`src/rtl/otp_seq_pkg.sv`:
```
// Shared types for the OTP program-verify sequencer.
// Assumes nothing beyond being compiled before the modules that import it.
package otp_seq_pkg;

    typedef enum logic [3:0] {
        ST_IDLE,
        ST_CHECK,
        ST_PULSE,
        ST_PGAP,
        ST_VERIFY,
        ST_VGAP,
        ST_NEXT,
        ST_RGAP,
        ST_RREAD,
        ST_DONE,
        ST_FAIL
    } seq_state_e;

    // True in the states of the programming phase (elevated supply).
    function automatic logic in_prog_phase(input seq_state_e s);
        return (s == ST_CHECK) || (s == ST_PULSE) || (s == ST_PGAP) ||
               (s == ST_VERIFY) || (s == ST_VGAP) || (s == ST_NEXT);
    endfunction

endpackage

```
`src/rtl/otp_cyc_timer.sv`:
```
// Down-counting cycle timer. A load sets the count; the count then
// decrements to zero and holds. zero_o is high while the count is zero.
// Assumes load_val_i fits in W bits.
module otp_cyc_timer #(
    parameter int W = 5
) (
    input  logic         clk,
    input  logic         rst_n,
    input  logic         load_i,
    input  logic [W-1:0] load_val_i,
    output logic         zero_o
);

    logic [W-1:0] cnt_q;

    // Load or count down, saturating at zero.
    always_ff @(posedge clk) begin
        if (!rst_n)            cnt_q <= '0;
        else if (load_i)       cnt_q <= load_val_i;
        else if (cnt_q != '0)  cnt_q <= cnt_q - 1'b1;
    end

    assign zero_o = (cnt_q == '0);

endmodule

```
`src/rtl/otp_addr_step.sv`:
```
// Address walker: clears to 0, steps up by one, flags the top address.
// Assumes the array spans the full 2^AW address range.
module otp_addr_step #(
    parameter int AW = 4
) (
    input  logic          clk,
    input  logic          rst_n,
    input  logic          clr_i,
    input  logic          step_i,
    output logic [AW-1:0] addr_o,
    output logic          last_o
);

    logic [AW-1:0] addr_q;

    // Clear has priority over step.
    always_ff @(posedge clk) begin
        if (!rst_n)      addr_q <= '0;
        else if (clr_i)  addr_q <= '0;
        else if (step_i) addr_q <= addr_q + 1'b1;
    end

    assign addr_o = addr_q;
    assign last_o = (addr_q == {AW{1'b1}});

endmodule

```
`src/rtl/otp_try_ctr.sv`:
```
// Counts extra pulses applied to the current address. cap_o is high once
// MAX_TRIES pulses have been issued (count == MAX_TRIES-1 after the first).
// Assumes MAX_TRIES >= 1 and that clr_i precedes the first pulse.
module otp_try_ctr #(
    parameter int MAX_TRIES = 4
) (
    input  logic clk,
    input  logic rst_n,
    input  logic clr_i,
    input  logic inc_i,
    output logic cap_o
);

    localparam int CW = $clog2(MAX_TRIES + 1);

    logic [CW-1:0] cnt_q;

    // Retry count for the address under programming.
    always_ff @(posedge clk) begin
        if (!rst_n)      cnt_q <= '0;
        else if (clr_i)  cnt_q <= '0;
        else if (inc_i)  cnt_q <= cnt_q + 1'b1;
    end

    assign cap_o = (cnt_q >= CW'(MAX_TRIES - 1));

endmodule

```
`src/rtl/otp_prog_seq.sv`:
```
// Program-verify sequencer for a byte-wide OTP memory.
// Walks every address, pulses bytes that differ from erased, verifies
// each pulse, retries up to MAX_PULSES, then reads the whole array back
// at nominal supply. Assumes src_data_i is a combinational answer for
// src_addr_o and mem_rdata_i is valid VFY_DLY cycles after CE falls.
module otp_prog_seq
    import otp_seq_pkg::*;
#(
    parameter int ADDR_W     = 4,
    parameter int DATA_W     = 8,
    parameter int PULSE_CYC  = 20,
    parameter int MAX_PULSES = 4,
    parameter int VFY_DLY    = 3
) (
    input  logic              clk,
    input  logic              rst_n,
    input  logic              start_i,
    output logic              done_o,
    output logic              err_o,
    output logic [ADDR_W-1:0] fail_addr_o,
    output logic [ADDR_W-1:0] src_addr_o,
    input  logic [DATA_W-1:0] src_data_i,
    output logic [ADDR_W-1:0] mem_addr_o,
    output logic [DATA_W-1:0] mem_wdata_o,
    input  logic [DATA_W-1:0] mem_rdata_i,
    output logic              mem_ce_n_o,
    output logic              mem_hv_o,
    output logic              supply_hi_o
);

    localparam int TMR_MAX = (PULSE_CYC > VFY_DLY) ? PULSE_CYC : VFY_DLY;
    localparam int TW      = $clog2(TMR_MAX + 1);
    localparam logic [TW-1:0]     PULSE_LOAD = TW'(PULSE_CYC - 1);
    localparam logic [TW-1:0]     VFY_LOAD   = TW'(VFY_DLY - 1);
    localparam logic [DATA_W-1:0] ERASED     = {DATA_W{1'b1}};

    seq_state_e state_q, state_d;

    logic              tmr_load_pulse, tmr_load_vfy, tmr_zero;
    logic [TW-1:0]     tmr_val;
    logic              addr_clr, addr_step, addr_last;
    logic [ADDR_W-1:0] cur_addr;
    logic              try_clr, try_inc, try_cap;
    logic              byte_match, src_erased, idle_like;
    logic [ADDR_W-1:0] fail_addr_q;

    assign byte_match = (mem_rdata_i == src_data_i);
    assign src_erased = (src_data_i == ERASED);
    assign idle_like  = (state_q == ST_IDLE) || (state_q == ST_DONE) ||
                        (state_q == ST_FAIL);
    assign tmr_val    = tmr_load_pulse ? PULSE_LOAD : VFY_LOAD;

    otp_cyc_timer #(.W(TW)) u_timer (
        .clk        (clk),
        .rst_n      (rst_n),
        .load_i     (tmr_load_pulse | tmr_load_vfy),
        .load_val_i (tmr_val),
        .zero_o     (tmr_zero)
    );

    otp_addr_step #(.AW(ADDR_W)) u_addr (
        .clk    (clk),
        .rst_n  (rst_n),
        .clr_i  (addr_clr),
        .step_i (addr_step),
        .addr_o (cur_addr),
        .last_o (addr_last)
    );

    otp_try_ctr #(.MAX_TRIES(MAX_PULSES)) u_tries (
        .clk   (clk),
        .rst_n (rst_n),
        .clr_i (try_clr),
        .inc_i (try_inc),
        .cap_o (try_cap)
    );

    // Next-state and control strobes for the sequencer.
    always_comb begin
        state_d        = state_q;
        tmr_load_pulse = 1'b0;
        tmr_load_vfy   = 1'b0;
        addr_clr       = 1'b0;
        addr_step      = 1'b0;
        try_clr        = 1'b0;
        try_inc        = 1'b0;
        unique case (state_q)
            ST_IDLE, ST_DONE, ST_FAIL: begin
                if (start_i) begin
                    addr_clr = 1'b1;
                    state_d  = ST_CHECK;
                end
            end
            ST_CHECK: begin
                if (src_erased) begin
                    state_d = ST_NEXT;
                end else begin
                    try_clr        = 1'b1;
                    tmr_load_pulse = 1'b1;
                    state_d        = ST_PULSE;
                end
            end
            ST_PULSE: begin
                if (tmr_zero) state_d = ST_PGAP;
            end
            ST_PGAP: begin
                tmr_load_vfy = 1'b1;
                state_d      = ST_VERIFY;
            end
            ST_VERIFY: begin
                if (tmr_zero) begin
                    if (byte_match) begin
                        state_d = ST_NEXT;
                    end else if (try_cap) begin
                        state_d = ST_FAIL;
                    end else begin
                        try_inc = 1'b1;
                        state_d = ST_VGAP;
                    end
                end
            end
            ST_VGAP: begin
                tmr_load_pulse = 1'b1;
                state_d        = ST_PULSE;
            end
            ST_NEXT: begin
                if (addr_last) begin
                    addr_clr = 1'b1;
                    state_d  = ST_RGAP;
                end else begin
                    addr_step = 1'b1;
                    state_d   = ST_CHECK;
                end
            end
            ST_RGAP: begin
                tmr_load_vfy = 1'b1;
                state_d      = ST_RREAD;
            end
            ST_RREAD: begin
                if (tmr_zero) begin
                    if (!byte_match) begin
                        state_d = ST_FAIL;
                    end else if (addr_last) begin
                        state_d = ST_DONE;
                    end else begin
                        addr_step = 1'b1;
                        state_d   = ST_RGAP;
                    end
                end
            end
            default: state_d = ST_IDLE;
        endcase
    end

    // State register.
    always_ff @(posedge clk) begin
        if (!rst_n) state_q <= ST_IDLE;
        else        state_q <= state_d;
    end

    // Capture the failing address on entry to the failure state.
    always_ff @(posedge clk) begin
        if (!rst_n)
            fail_addr_q <= '0;
        else if (idle_like && start_i)
            fail_addr_q <= '0;
        else if (state_d == ST_FAIL && state_q != ST_FAIL)
            fail_addr_q <= cur_addr;
    end

    assign done_o      = (state_q == ST_DONE);
    assign err_o       = (state_q == ST_FAIL);
    assign fail_addr_o = fail_addr_q;
    assign src_addr_o  = cur_addr;
    assign mem_addr_o  = cur_addr;
    assign mem_hv_o    = (state_q == ST_PULSE);
    assign mem_ce_n_o  = !((state_q == ST_PULSE) || (state_q == ST_VERIFY) ||
                           (state_q == ST_RREAD));
    assign mem_wdata_o = (state_q == ST_PULSE) ? src_data_i : ERASED;
    assign supply_hi_o = in_prog_phase(state_q);

endmodule

```
`config.mk`:
```
export PLATFORM = sky130hd
export DESIGN_NAME = otp_prog_seq
export DESIGN_NICKNAME = d
export VERILOG_FILES = /design/src/rtl/otp_seq_pkg.sv /design/src/rtl/otp_cyc_timer.sv /design/src/rtl/otp_addr_step.sv /design/src/rtl/otp_try_ctr.sv /design/src/rtl/otp_prog_seq.sv
export SDC_FILE = /design/constraint.sdc
export NUM_CORES = 1
export LEC_CHECK = 0
export ABC_AREA = 1
export BUFFER_PORTS_ARGS = -buffer_cell sky130_fd_sc_hd__buf_2
export CORE_MARGIN = 2
export CORE_UTILIZATION = 50
export CTS_BUF_LIST = sky130_fd_sc_hd__clkbuf_4 sky130_fd_sc_hd__clkbuf_8
export DETAILED_ROUTE_END_ITERATION = 8
export PLACE_DENSITY = 0.76
export SETUP_SLACK_MARGIN = 0.15
export SLEW_MARGIN = 0
export SYNTH_ARGS = -nofsm -noshare
export SYNTH_HDL_FRONTEND = slang
export SYNTH_SLANG_ARGS = --single-unit
```
`constraint.sdc`:
```
create_clock -name clk -period 4.8 [get_ports clk]
set_clock_uncertainty 0.05 [all_clocks]
set_input_delay 0.96 -clock clk [delete_from_list [all_inputs] [get_ports clk]]
set_output_delay 0.96 -clock clk [all_outputs]
set_load 0.005 [all_outputs]
```
==> results.sh <==
export IMPL_row_count=20
export IMPL_grt_pass1_vias=1373
export IMPL_crit_type="input pin to primary output"
export IMPL_synth_edf_count=0
export IMPL_setup_viol=0
export IMPL_cts_buffer_depth=2
export IMPL_ant_nets=0
export IMPL_crit_required_ns=3.79
export IMPL_antenna_found_initial=0
export IMPL_die_h_um=61.6
export IMPL_yosysTopAreaCell="dfxtp_1"
export IMPL_p_leak_nw=0.961
export IMPL_cts_resized=0
export IMPL_placed_cell_area_mm2=0.00188
export IMPL_ys_warn_count=0
export IMPL_via_per_inst=4.72
export IMPL_rrSetupSlack_ns=2.93
export IMPL_drc=0
export IMPL_cp_end_kind="primary output"
export IMPL_powerDensity_mw_per_mm2=416
export IMPL_cts_sinks=20
export IMPL_vias=1572
export IMPL_synth_seq_area_share_pct=24.2
export IMPL_nets=314
export IMPL_critPathLaunchType="input pin"
export IMPL_drive_gt1_share_pct=32.9
export IMPL_hp_class="flop to flop"
export IMPL_synthesis_area_per_instance_um2=6.68
export IMPL_dieArea_mm2=0.00379
export IMPL_p_total_mw=0.802
export IMPL_grt_max_degree=13
export IMPL_min_to="u_tries.cnt_q[1]"
export IMPL_startpoint="src_data_i[2]"
export IMPL_final_util_pct=62.1
export IMPL_ys_types=34
export IMPL_gp_congestion=0.883
export IMPL_routed_wl_um=3390
export IMPL_cts_htree_levels=1
export IMPL_hold_depth=2
export IMPL_reg2reg_to="fail_addr_o[0]"
export IMPL_status="finished, final reports clean"
export IMPL_numPortBuffers=43
export IMPL_slew_headroom_pct=70.2
export IMPL_max_vdd_ir_drop_uv=175
export IMPL_netlist_instances=248
export IMPL_syn_to_final_growth_pct=16.3
export IMPL_cts_buffers=3
export IMPL_finalHoldViolations=0
export IMPL_cts_root_buffer_cell="clkbuf_4"
export IMPL_netlist_top_cells_count="nand2_1, inv_1, nor2_1, dfxtp_1, inv_2"
export IMPL_die_x_um=61.6
export IMPL_setup_tns_ns=0
export IMPL_dp_hpwl_um=2780
export IMPL_drv_slew=0
export IMPL_worst_hold_slack_ns=0.434
export IMPL_cts_setup_buffers=0
export IMPL_fmax_mhz=400
export IMPL_synth_area_mm2=0.00166
export IMPL_synth_ff_type="dfxtp_1"
export IMPL_fillers=323
export IMPL_grt_overflow=0
export IMPL_period_minus_slack_ns=2.50
export IMPL_initial_utilization_pct=53.4
export IMPL_diodes=0
export IMPL_design_area_mm2=0.00193
export IMPL_timing_rr_start="u_timer.cnt_q[0]"
export IMPL_cp_arrival_ns=1.49
export IMPL_yosysMostFrequentCell="nand2_1"
export IMPL_first_pass_iters=4
export IMPL_crit_path_max_fanout=3
export IMPL_yosys_top_cells_area="dfxtp_1, nand2_1, inv_1, nor2_1, ha_1"
export IMPL_cts_reportedPaths_clkPinSlew_ns=0.12
export IMPL_rr_worst_depth=13
export IMPL_hold_buffers=0
export IMPL_cts_tree="built"
export IMPL_io_pins=44
export IMPL_wl_per_cell_um=10.2
export IMPL_grt_pass1_wl_um=5780
export IMPL_rsz0062_at_grt="false"
export IMPL_insertion_delay_ns=0.31
export IMPL_async_flop_share_pct=0
export IMPL_tightest_slew_ns=0.447
export IMPL_worstHoldStart="u_tries.cnt_q[1]"
export IMPL_fin_crit_sh_pct=52.1
export IMPL_drtIter0Drc=65
export IMPL_gr_usage_all_layers_pct=20.3
export IMPL_synth_seq_cells=20
export IMPL_core_mm2=0.00310
export IMPL_cap_violations=0
export IMPL_synth_top_area_share_pct=24.2
export IMPL_syn_nets=272
==> stage by stage <==
step / worst slack (ns) / std cells
floorplan: 2.55 / 248
global placement: 2.31 / 329
detailed placement: 2.30 / 329
CTS: 2.30 / 333
global route: 2.22 / 333
finish: 2.30 / 333
==> per-layer routing <==
metal  up-vias  global-route usage, %  routed length [µm]
li1        848                      -                   -
met4         0                   7.29                  61
met1       668                   26.4                1620
met2        49                   34.0                1560
met3         7                   2.94                 161
met5         -                      0                   0
==> flip-flops by register name (all words and copies together) (netlist names) <==
| name | count |
|---|---|
| fail_addr_o | 4 |
| state_q | 4 |
| u_addr.addr_o | 4 |
| u_timer.cnt_q | 5 |
| u_tries.cnt_q | 3 |
==> final cells by class <==
cell class	count	area [µm²]	share of cell area [%]
inverter	51	194	10.1
clock buffer	3	22.5	1.17
clock inverter	1	30.0	1.56
timing repair buffer	43	215	11.2
tap	44	55.1	2.86
multi-input combinational	171	1010	52.4
sequential	20	400	20.8
==> where the power goes <==
part	internal (mW)	switching (mW)	leakage, nW
Clock	0.0844	0.0549	0.0279
Sequential	0.191	0.0312	0.163
Combinational	0.167	0.273	0.770
Total	0.443	0.359	0.961
==> worst max-delay path, cell delays in order <==
cell and delay [ns]:
buf_2 0.12, or2_2 0.29, buf_2 0.13
==> logic make-up (layout without fill, tap and decap cells) <==
group,count (synthesis),after routing,share of synthesized area [%]
DFF,20,20,24.2
adders and majority gates,5,5,3.77
buffers and inverters,57,98,14.9
AOI/OAI and AO/OA,26,26,10.1
xor gates and xnor gates,8,8,4.23
and+or+nand+nor,132,132,42.9
==> how the worst max path moves through the flow <==
stage / end / slack [ns] / cells past startpoint
floorplan: mem_wdata_o[2] / 2.55 / 1
global placement: mem_wdata_o[2] / 2.31 / 3
detailed placement: mem_wdata_o[2] / 2.30 / 3
CTS: mem_wdata_o[2] / 2.30 / 3
global route: mem_wdata_o[2] / 2.22 / 5
finish: mem_wdata_o[2] / 2.30 / 3
==> cells in the final DEF, fill, tap and decap left out, types with 5 or more instances in the layout <==
| cell type | count |
|---|---|
| a21oi_1 | 8 |
| buf_2 | 43 |
| dfxtp_1 | 20 |
| ha_1 | 5 |
| inv_1 | 41 |
| inv_2 | 9 |
| nand2_1 | 57 |
| nand2_2 | 5 |
| nand3_1 | 7 |
| nand4_1 | 7 |
| nor2_1 | 22 |
| nor2_2 | 8 |
| nor3_1 | 5 |
| o21ai_0 | 6 |
| xnor2_1 | 6 |
Power figures use the tool's default switching activity.
